File: src/rtl/od_tx_pkg.sv
package od_tx_pkg;

  // Frame phases of the transmitter
  typedef enum logic [1:0] {
    ST_IDLE  = 2'd0,
    ST_START = 2'd1,
    ST_DATA  = 2'd2,
    ST_STOP  = 2'd3
  } tx_state_e;

  // Cycle within a bit at which the synchronised readback equals the mid-bit level
  function automatic int sample_offset(input int bit_cyc, input int sync_stages);
    return bit_cyc / 2 + sync_stages;
  endfunction

endpackage

File: src/rtl/od_rst_sync.sv
module od_rst_sync #(
  parameter int STAGES = 2
) (
  input  logic clk,
  input  logic rst_n,
  output logic rst_n_sync
);

  logic [STAGES-1:0] chain_q;
  logic [STAGES-1:0] chain_d;

  always_comb begin
    chain_d[0] = 1'b1;
    for (int i = 1; i < STAGES; i++) begin
      chain_d[i] = chain_q[i-1];
    end
  end

  // Assertion is asynchronous, release walks through the chain
  always_ff @(posedge clk or negedge rst_n) begin
    if (!rst_n) chain_q <= '0;
    else        chain_q <= chain_d;
  end

  assign rst_n_sync = chain_q[STAGES-1];

endmodule

File: src/rtl/od_line_sync.sv
module od_line_sync #(
  parameter int   STAGES    = 2,
  parameter logic RESET_VAL = 1'b1
) (
  input  logic clk,
  input  logic rst_n,
  input  logic din,
  output logic dout
);

  logic [STAGES-1:0] stg_q;
  logic [STAGES-1:0] stg_d;

  always_comb begin
    stg_d[0] = din;
    for (int i = 1; i < STAGES; i++) begin
      stg_d[i] = stg_q[i-1];
    end
  end

  always_ff @(posedge clk or negedge rst_n) begin
    if (!rst_n) stg_q <= {STAGES{RESET_VAL}};
    else        stg_q <= stg_d;
  end

  assign dout = stg_q[STAGES-1];

  // the output is the previous stage delayed by one cycle
  p_sync_lag_r9: assert property (@(posedge clk) disable iff (!rst_n)
    1'b1 |=> (dout == $past(stg_q[STAGES-2])));

endmodule

File: src/rtl/od_bit_timer.sv
module od_bit_timer #(
  parameter int BIT_CYC     = 16,
  parameter int SYNC_STAGES = 2
) (
  input  logic clk,
  input  logic rst_n,
  input  logic run,
  output logic bit_last,
  output logic sample_pt
);

  import od_tx_pkg::*;

  localparam int CW        = (BIT_CYC > 2) ? $clog2(BIT_CYC) : 1;
  localparam int SAMPLE_AT = sample_offset(BIT_CYC, SYNC_STAGES);

  logic [CW-1:0] cnt_q;
  logic [CW-1:0] cnt_d;
  logic          cnt_en;

  always_comb begin
    if (!run)                          cnt_d = '0;
    else if (cnt_q == CW'(BIT_CYC-1))  cnt_d = '0;
    else                               cnt_d = cnt_q + 1'b1;
  end

  assign cnt_en = run || (cnt_q != '0);

  always_ff @(posedge clk or negedge rst_n) begin
    if (!rst_n)      cnt_q <= '0;
    else if (cnt_en) cnt_q <= cnt_d;
  end

  assign bit_last  = run && (cnt_q == CW'(BIT_CYC-1));
  assign sample_pt = run && (cnt_q == CW'(SAMPLE_AT));

  // the count stays inside one bit period
  p_cnt_in_period_r2: assert property (@(posedge clk) disable iff (!rst_n)
    cnt_q <= CW'(BIT_CYC-1));

  // the counter rests at zero while no frame runs
  p_cnt_idle_r2: assert property (@(posedge clk) disable iff (!rst_n)
    !run |=> (cnt_q == '0));

endmodule

File: src/rtl/od_tx_seq.sv
module od_tx_seq #(
  parameter int DATA_W = 8
) (
  input  logic              clk,
  input  logic              rst_n,
  input  logic              start,
  input  logic [DATA_W-1:0] data,
  input  logic              line_s,
  input  logic              bit_last,
  input  logic              sample_pt,
  output logic              drive_low,
  output logic              busy,
  output logic              done,
  output logic              collision
);

  import od_tx_pkg::*;

  localparam int IW = (DATA_W > 2) ? $clog2(DATA_W) : 1;

  tx_state_e         state_q, state_d;
  logic [DATA_W-1:0] shreg_q, shreg_d;
  logic [IW-1:0]     idx_q,   idx_d;
  logic              drive_q, drive_d;
  logic              done_q,  done_d;
  logic              coll_q,  coll_d;
  logic              clash;
  logic              shreg_en;

  // A released bit that still reads low at its checked point
  assign clash = (state_q == ST_DATA) && shreg_q[0] && sample_pt && !line_s;

  always_comb begin
    state_d = state_q;
    shreg_d = shreg_q;
    idx_d   = idx_q;
    done_d  = 1'b0;
    coll_d  = 1'b0;
    unique case (state_q)
      ST_IDLE: begin
        if (start) begin
          state_d = ST_START;
          shreg_d = data;
          idx_d   = '0;
        end
      end
      ST_START: begin
        if (bit_last) state_d = ST_DATA;
      end
      ST_DATA: begin
        if (clash) begin
          state_d = ST_IDLE;
          coll_d  = 1'b1;
        end else if (bit_last) begin
          shreg_d = shreg_q >> 1;
          if (idx_q == IW'(DATA_W-1)) state_d = ST_STOP;
          else                        idx_d   = idx_q + 1'b1;
        end
      end
      ST_STOP: begin
        if (bit_last) begin
          state_d = ST_IDLE;
          done_d  = 1'b1;
        end
      end
      default: state_d = ST_IDLE;
    endcase
    drive_d = (state_d == ST_START) || ((state_d == ST_DATA) && !shreg_d[0]);
  end

  assign shreg_en = (state_q == ST_IDLE) ? start : bit_last;

  always_ff @(posedge clk or negedge rst_n) begin
    if (!rst_n) begin
      state_q <= ST_IDLE;
      drive_q <= 1'b0;
      done_q  <= 1'b0;
      coll_q  <= 1'b0;
    end else begin
      state_q <= state_d;
      drive_q <= drive_d;
      done_q  <= done_d;
      coll_q  <= coll_d;
    end
  end

  always_ff @(posedge clk or negedge rst_n) begin
    if (!rst_n) begin
      shreg_q <= '0;
      idx_q   <= '0;
    end else if (shreg_en) begin
      shreg_q <= shreg_d;
      idx_q   <= idx_d;
    end
  end

  assign drive_low = drive_q;
  assign busy      = (state_q != ST_IDLE);
  assign done      = done_q;
  assign collision = coll_q;

  // wire released when idle
  p_idle_release_r1: assert property (@(posedge clk) disable iff (!rst_n)
    (state_q == ST_IDLE) |-> !drive_q);

  // start bit is driven low
  p_start_low_r2: assert property (@(posedge clk) disable iff (!rst_n)
    (state_q == ST_START) |-> drive_q);

  // data level follows the current bit
  p_zero_driven_r3: assert property (@(posedge clk) disable iff (!rst_n)
    ((state_q == ST_DATA) && !shreg_q[0]) |-> drive_q);
  p_one_released_r3: assert property (@(posedge clk) disable iff (!rst_n)
    ((state_q == ST_DATA) && shreg_q[0]) |-> !drive_q);

  // stop bit released, done only at its end
  p_stop_released_r4: assert property (@(posedge clk) disable iff (!rst_n)
    (state_q == ST_STOP) |-> !drive_q);
  p_done_after_stop_r4: assert property (@(posedge clk) disable iff (!rst_n)
    done_q |-> ($past(state_q) == ST_STOP));

  // abort leaves the wire released and the block idle
  p_abort_release_r5: assert property (@(posedge clk) disable iff (!rst_n)
    coll_q |-> (!drive_q && (state_q == ST_IDLE)));

  // a driven-low bit never raises a collision
  p_no_coll_on_zero_r6: assert property (@(posedge clk) disable iff (!rst_n)
    ((state_q == ST_DATA) && !shreg_q[0]) |=> !coll_q);

  // a start during data does not restart the frame
  p_start_ignored_r7: assert property (@(posedge clk) disable iff (!rst_n)
    ((state_q == ST_DATA) && start) |=> (state_q != ST_START));

  // results are exclusive single-cycle pulses
  p_exclusive_r8: assert property (@(posedge clk) disable iff (!rst_n)
    !(done_q && coll_q));
  p_done_pulse_r8: assert property (@(posedge clk) disable iff (!rst_n)
    done_q |=> !done_q);
  p_coll_pulse_r8: assert property (@(posedge clk) disable iff (!rst_n)
    coll_q |=> !coll_q);

endmodule

File: src/rtl/od_byte_tx.sv
module od_byte_tx #(
  parameter int BIT_CYC     = 16,
  parameter int DATA_W      = 8,
  parameter int SYNC_STAGES = 2,
  parameter int RST_STAGES  = 2
) (
  input  logic              clk,
  input  logic              rst_n,
  input  logic [DATA_W-1:0] tx_byte,
  input  logic              tx_start,
  input  logic              line_in,
  output logic              drive_low,
  output logic              busy,
  output logic              tx_done,
  output logic              tx_collision
);

  logic rst_n_i;
  logic line_s;
  logic bit_last;
  logic sample_pt;
  logic busy_i;

  od_rst_sync #(.STAGES(RST_STAGES)) u_rst_sync (
    .clk        (clk),
    .rst_n      (rst_n),
    .rst_n_sync (rst_n_i)
  );

  od_line_sync #(.STAGES(SYNC_STAGES), .RESET_VAL(1'b1)) u_line_sync (
    .clk   (clk),
    .rst_n (rst_n_i),
    .din   (line_in),
    .dout  (line_s)
  );

  od_bit_timer #(.BIT_CYC(BIT_CYC), .SYNC_STAGES(SYNC_STAGES)) u_bit_timer (
    .clk       (clk),
    .rst_n     (rst_n_i),
    .run       (busy_i),
    .bit_last  (bit_last),
    .sample_pt (sample_pt)
  );

  od_tx_seq #(.DATA_W(DATA_W)) u_tx_seq (
    .clk       (clk),
    .rst_n     (rst_n_i),
    .start     (tx_start),
    .data      (tx_byte),
    .line_s    (line_s),
    .bit_last  (bit_last),
    .sample_pt (sample_pt),
    .drive_low (drive_low),
    .busy      (busy_i),
    .done      (tx_done),
    .collision (tx_collision)
  );

  assign busy = busy_i;

  // outputs quiet while held in reset
  p_reset_quiet_r1: assert property (@(posedge clk)
    !rst_n_i |-> (!drive_low && !tx_done && !tx_collision));

endmodule

File: config.mk
export PLATFORM = sky130hd
export DESIGN_NAME = od_byte_tx
export DESIGN_NICKNAME = d
export VERILOG_FILES = /design/src/rtl/od_tx_pkg.sv /design/src/rtl/od_rst_sync.sv /design/src/rtl/od_line_sync.sv /design/src/rtl/od_bit_timer.sv /design/src/rtl/od_tx_seq.sv /design/src/rtl/od_byte_tx.sv
export SDC_FILE = /design/constraint.sdc
export NUM_CORES = 1
export LEC_CHECK = 0
export BUFFER_PORTS_ARGS = -buffer_cell sky130_fd_sc_hd__buf_2
export CAP_MARGIN = 15
export CORE_UTILIZATION = 45
export DETAILED_ROUTE_END_ITERATION = 16
export GPL_TIMING_DRIVEN = 0
export MAX_ROUTING_LAYER = met4
export PLACE_DENSITY = 0.75
export SKIP_LAST_GASP = 1
export SYNTH_ARGS = -nofsm -noshare
export SYNTH_HDL_FRONTEND = slang
export SYNTH_SLANG_ARGS = --single-unit
File: constraint.sdc
create_clock -name clk -period 1 [get_ports clk]
set_input_delay 0.15 -clock clk [delete_from_list [all_inputs] [get_ports clk]]
set_output_delay 0.15 -clock clk [all_outputs]
set_load 0.02 [all_outputs]
* After elaboration in Yosys (flattened, before gate mapping)
Cells that the tools add are included.
** Cells by class
- $add $sub $neg :: 2
- Equal/unequal tests :: 12
- Muxes and demuxes :: 23
- Reductions and logical operators :: 16
** Operator list (number)
- two-way mux 8 bit :: 3
- case mux 8 bit (2 select lines) :: 1
- two-way mux 2 bit :: 6
- two-way mux 3 bit :: 4
- equality test 4 bit (second input constant) :: 2
- two-way mux 4 bit :: 2
- case mux 2 bit (4 select lines) :: 1
- equality test 2 bit (second input constant) :: 3
- logical AND 1 bit :: 6
- != test 2 bit (second input constant) :: 3
- case mux 3 bit (2 select lines) :: 1
- AND reduction 6 bit :: 1
- two-way mux 1 bit :: 5
- AND reduction 5 bit :: 1
- adder 4 x 1 -> 4 bit (second input constant) :: 1
- equality test 2 x 1 -> 1 bit (second input constant) :: 2
- nonzero test 2 bit :: 2
- nonzero test 4 bit :: 1
- adder 3 x 1 -> 3 bit (second input constant) :: 1
- equality test 3 bit (second input constant) :: 1
- zero test 1 bit :: 2
- zero test 2 bit :: 1
- logical OR 1 bit :: 2
- != test 2 x 1 -> 1 bit (second input constant) :: 1
** Word-level totals
- Register bits :: 24
- Output and inout port bits :: 4
- Logic and storage cells :: 63

* Depth between registers and ports, before layout
- Depth in word-level cells :: 9
- Mapped depth :: 6
- Mapped depth without buffers :: 6

* By module
A second synthesis with hierarchy kept.
** Unflattened totals
- Cell total of the unflattened synthesis :: 105
- Area, all modules :: 1166.1 um^2
** Modules (own cells, without submodules)
- od_tx_seq :: instances 1, cells each 73, area each 798.3 um^2
- od_bit_timer :: instances 1, cells each 27, area each 261.5 um^2
- od_rst_sync :: instances 1, cells each 3, area each 53.8 um^2
- od_line_sync :: instances 1, cells each 2, area each 52.6 um^2

* Worst setup path before layout
No wires, ideal clock.
- Path kind :: flip-flop to flip-flop
- Start :: register u_bit_timer.cnt_q[0]
- End :: register u_tx_seq.drive_q (netlist: u_tx_seq.drive_low)
- Library setup time :: 0.076 ns
- Arrival time :: 1.463 ns
- Data required time :: 0.924 ns
- Path slack :: -0.540 ns
- Cell stages (with the launch flop) :: 7
- Buffers on the path :: 1
- Path through :: dfrtp_1 > ha_1 > and3_1 > buf_2 > a21oi_4 > a221o_1 > o21ai_1
** On the way
- Word-level cells in the longest chain between the ends :: 9
** Ends and longest elaborated chain
- start: declaration :: line od_bit_timer.sv:17 : logic [CW-1:0] cnt_q;
- start signal: assignment :: line od_bit_timer.sv:31 : else if (cnt_en) cnt_q <= cnt_d;
- equality test 4 bit :: line od_bit_timer.sv:35 : assign sample_pt = run && (cnt_q == CW'(SAMPLE_AT));
- logical AND 1 bit :: line od_bit_timer.sv:35
- logical AND 1 bit (2 in series) :: line od_tx_seq.sv:31 : assign clash = (state_q == ST_DATA) && shreg_q[0] && sample_pt && !line_s;
- two-way mux 2 bit or two-way mux 8 bit (tied branches) :: line od_tx_seq.sv:51 : if (clash) begin
- case mux 2 bit (4 select lines) or case mux 8 bit (2 select lines) (tied branches) :: line od_tx_seq.sv:39 : unique case (state_q)
- equality test 2 bit or zero test 1 bit (tied branches) :: line od_tx_seq.sv:68 : drive_d = (state_d == ST_START) || ((state_d == ST_DATA) && !shreg_d[0]);
- logical AND 1 bit :: line od_tx_seq.sv:68
- logical OR 1 bit (*) :: line od_tx_seq.sv:68
- net u_tx_seq.drive_d :: line od_tx_seq.sv:24 : logic drive_q, drive_d;
- end signal: assignment :: line od_tx_seq.sv:81 : drive_q <= drive_d;
- end: declaration :: line od_tx_seq.sv:24
Mark *: on every way through the listed nets, which the timed path passes. The rest lies on a longest branch. The select of a mux whose other input is x is not followed.
A chain may end at the register's enable or synchronous reset.

* Worst setup path in the final report
- Start :: register u_bit_timer.cnt_q[0]
- End :: register u_tx_seq.state_q[1]
** On the way
- Word-level cells in the longest chain between the ends :: 6
** Ends and longest elaborated chain
- equality test 4 bit :: line od_bit_timer.sv:35
- logical AND 1 bit :: line od_bit_timer.sv:35
- logical AND 1 bit (2 in series) :: line od_tx_seq.sv:31
- two-way mux 2 bit :: line od_tx_seq.sv:51
- case mux 2 bit (4 select lines) (*) :: line od_tx_seq.sv:39
- net u_tx_seq.state_d[1] :: line od_tx_seq.sv:21 : tx_state_e state_q, state_d;
- end signal: assignment :: line od_tx_seq.sv:80 : state_q <= state_d;
- end: declaration :: line od_tx_seq.sv:21
Mark *: on every way through the listed nets, which the timed path passes. The rest lies on a longest branch.

==> results.toml <==
[placed_design]
hpwl_um = 1560
place.gp.congestion = 0.796
dp_slack_ns = -0.671
io_buffers = 15

[pwr]
p_switching_uw = 2020
seq_power_share = 0.312
pwr-share-comb = 0.552
power_density_nw_per_um2 = 2860
clockPowerShare = 0.136
p_leak_uw = 0.000831
ir_drop_mv = 2.21
power.internal_uw = 3160
switching_share = 0.390

[final_layout]
syn2layout_area_growth_pct = 59.7
nets = 168
fillers = 135
drive_gt1_frac = 0.627
num_antenna_cells = 0

[floorplanning]
initial_core_util = 0.493
rows = 17
die_h_um = 52.2
coreArea_sq_um = 2300
io_pins = 16
die-area_sq_um = 2720
die_x_um = 52.2

[setup_path]
slowest_delay_ns = 0.48
crit_end = "u_tx_seq.state_q[1]"
cp.arrival_ns = 1.84
cp_top_family = "simple AND/OR/NAND/NOR gates"
crit_buf_inv = 2
critPathMaxFanout = 4
reg2reg_setup_slack_ns = -0.63
crit_type = "flip-flop to flip-flop"
worstSetupStartpoint = "u_bit_timer.cnt_q[0]"
required_ns = 1.21
r2r_cells = 7
r2r_start = "u_bit_timer.cnt_q[0]"
start_kind = "flip-flop"
critPathCaptureType = "flip-flop"
path_depth = 7
path_cells = "inv_2 -> ha_2 -> and4bb_1 -> buf_4 -> and3_4 -> nand3b_1 -> o21ai_1"
crit_slowest_cell = "dfrtp_2"
regToRegEndpoint = "u_tx_seq.state_q[1]"

[routing]
dr.pass1.iters = 4
vias = 1063
via_per_inst = 5.97
ant_nets = 0
drt_iter0_markers = 44
drt-total-wl_um = 3590
wl_per_cell_um = 20.2
drc_errors = 0

[global_route]
grt_usage = 0.267
antenna_found_initial = 0
grt_pass1_wl_um = 4970
grt_pass1_vias = 1028
grt_start_max_net_pins = 23
grt_overflow = 0

[clock_network]
cts_max_level = 1
clkLatencyLatePin_ns = 0.32
clock_path_buffers = 2
clock_sinks = 24
cts_tree = "done"
clock-root-buffer = "clkbuf_4"
numCtsBuffers = 3
clk_pin_slew_ns = 0.13

[synthesis]
synth_edf_count = 0
synth_cells = 104
ys.flop_type = "dfrtp_1"
synth_nets = 121
synth_area_per_cell_sq_um = 10.9
ys_seq_elements = 24
async_reset_ff_frac = 1.00
yosys.area.top_type_share = 0.486
synth_common_cells = "22 x dfrtp_1, 18 x nand2_1, 6 x a22oi_1"
syn_area_sq_um = 1130
ys_seq_area_frac = 0.532
yosysUniqueCellTypes = 35
synth.area.top_cells = "dfrtp_1 49%, nand2_1 6.0%, ha_1 5.5%"
yosysMostFrequentCell = "dfrtp_1"
ys_warn_count = 0
yosysTopAreaCell = "dfrtp_1"

[status]
violations = "setup timing"
status = "finished with violations"

[sta]
fmax_mhz = 614
layout_min_cycle_time_ns = 1.63
whs_ns = 0.0373
period_share = 1.63
worst_slack_ns = -0.630
hold_viol = 0
slew_viol_final = 0
rsz0062_at_grt = "true"
timing.final.setup_violations = 21
skew_ns = 0.00426

[worst_hold_path]
hp-class = "input pin to flip-flop"

[flow_run]
max_cap_violations = 0
## cell families (layout without fill, tap and decap cells)
family                   count (synthesis)  in the layout  synth area share
other                                    1              1           0.00331
multiplexers                             1              1           0.00993
adder cells (fa/ha/maj)                  5              5            0.0552
flip-flops                              24             24             0.532
buffers and inverters                    9             55            0.0408
AO/OA/AOI/OAI                           25             25             0.174
AND/OR/NAND/NOR                         38             38             0.177
XOR/XNOR                                 1              1           0.00773
## flip-flops by register name, indices dropped and copies added, names as in the netlist, 2 cells and up
| register | cells |
|---|---|
| u_rst_sync.chain_q | 2 |
| u_tx_seq.state_q | 2 |
| u_bit_timer.cnt_q | 4 |
| u_tx_seq.shreg_q | 8 |
| u_tx_seq.idx_q | 3 |
| u_line_sync.stg_q | 2 |
## routing by layer
metal,routed length (um),GRT usage,share of wire,vias up
met5,0,-,0,-
li1,-,-,-,461
met2,1770,0.438,0.49,71
met3,330,0.0609,0.092,14
met4,108,0.0877,0.030,0
met1,1380,0.327,0.38,517
## how the worst min path moves through the flow
stage               start                    end  slack (ns)  depth (start not counted)
6_report       tx_byte[7]    u_tx_seq.shreg_q[7]        0.04                          3
5_1_grt        tx_byte[7]    u_tx_seq.shreg_q[7]        0.03                          3
4_1_cts        tx_byte[7]    u_tx_seq.shreg_q[7]        0.03                          3
3_5_place_dp        rst_n  u_rst_sync.chain_q[0]       -0.05                          1
3_3_place_gp        rst_n  u_rst_sync.chain_q[1]       -0.07                          1
2_1_floorplan       rst_n  u_rst_sync.chain_q[0]       -0.15                          0
## power groups by stage
stage / clock network [uW] / registers [uW] / logic [uW]
2_1_floorplan: 0 / 1500 / 1160
3_3_place_gp: 0 / 1520 / 1380
3_5_place_dp: 0 / 1540 / 1450
4_1_cts: 703 / 1550 / 2340
5_1_grt: 747 / 1630 / 3010
6_report: 704 / 1610 / 2860
## cell usage in the layout (no fill, tap or decap), types with 2 or more instances in the layout
| cell type | netlist | routed |
|---|---|---|
| dlygate4sd3_1 | 0 | 2 |
| o21ai_1 | 4 | 2 |
| ha_2 | 0 | 2 |
| dfrtp_2 | 0 | 4 |
| a221o_1 | 2 | 2 |
| nor2_1 | 4 | 2 |
| inv_4 | 0 | 2 |
| ha_4 | 0 | 3 |
| nor3b_4 | 1 | 2 |
| dfrtp_1 | 22 | 18 |
| a22oi_2 | 0 | 5 |
| and3_4 | 0 | 3 |
| buf_4 | 0 | 15 |
| o21ai_2 | 0 | 2 |
| dfstp_2 | 2 | 2 |
| nor2_4 | 0 | 2 |
| buf_2 | 4 | 11 |
| a311oi_2 | 0 | 2 |
| buf_6 | 1 | 18 |
| nand2_2 | 0 | 5 |
| a21oi_1 | 2 | 2 |
| clkbuf_4 | 0 | 4 |
| a22o_1 | 2 | 2 |
| nand2_1 | 18 | 13 |
## repair_timing
action,in CTS,in global routing
gates resized for setup,41,24
hold buffers,2,0
endpoints found under the setup margin,21,44
pin swaps,17,15
endpoints found under the hold margin,3,0
setup buffers,24,7
## per-stage QoR
stage,cells,util,power (uW),instance area (sq um),TNS [ns]
after global placement,147,0.568,2900,1300,-6.32
final,178,0.788,5170,1810,-8.46
after floorplan,104,-,2660,1190,-4.64
after detailed placement,147,0.568,2990,1300,-7.35
after global routing,178,0.788,5390,1810,-9.15
after CTS,176,0.746,4590,1710,-7.36
## worst register-to-register path: cells and delay by family (launching register included)
| family | cells | cell delay, ns |
|---|---|---|
| flip-flops | 1 | 0.48 |
| adder cells (fa/ha/maj) | 1 | 0.16 |
| buffers and inverters | 2 | 0.23 |
| AND/OR/NAND/NOR | 3 | 0.54 |
| AO/OA/AOI/OAI | 1 | 0.10 |
## layout make-up
class | instances | area, sq um | share of cell area
Clock buffer | 3 | 22.5 | 0.0124
Tap cell | 28 | 35.0 | 0.0194
Sequential cell | 24 | 608 | 0.336
Timing Repair Buffer | 43 | 360 | 0.199
Buffer | 4 | 37.5 | 0.0207
Multi-Input combinational cell | 71 | 697 | 0.385
Clock inverter | 1 | 30.0 | 0.0166
Inverter | 4 | 20.0 | 0.0111
(Power assumes the default switching activity.)
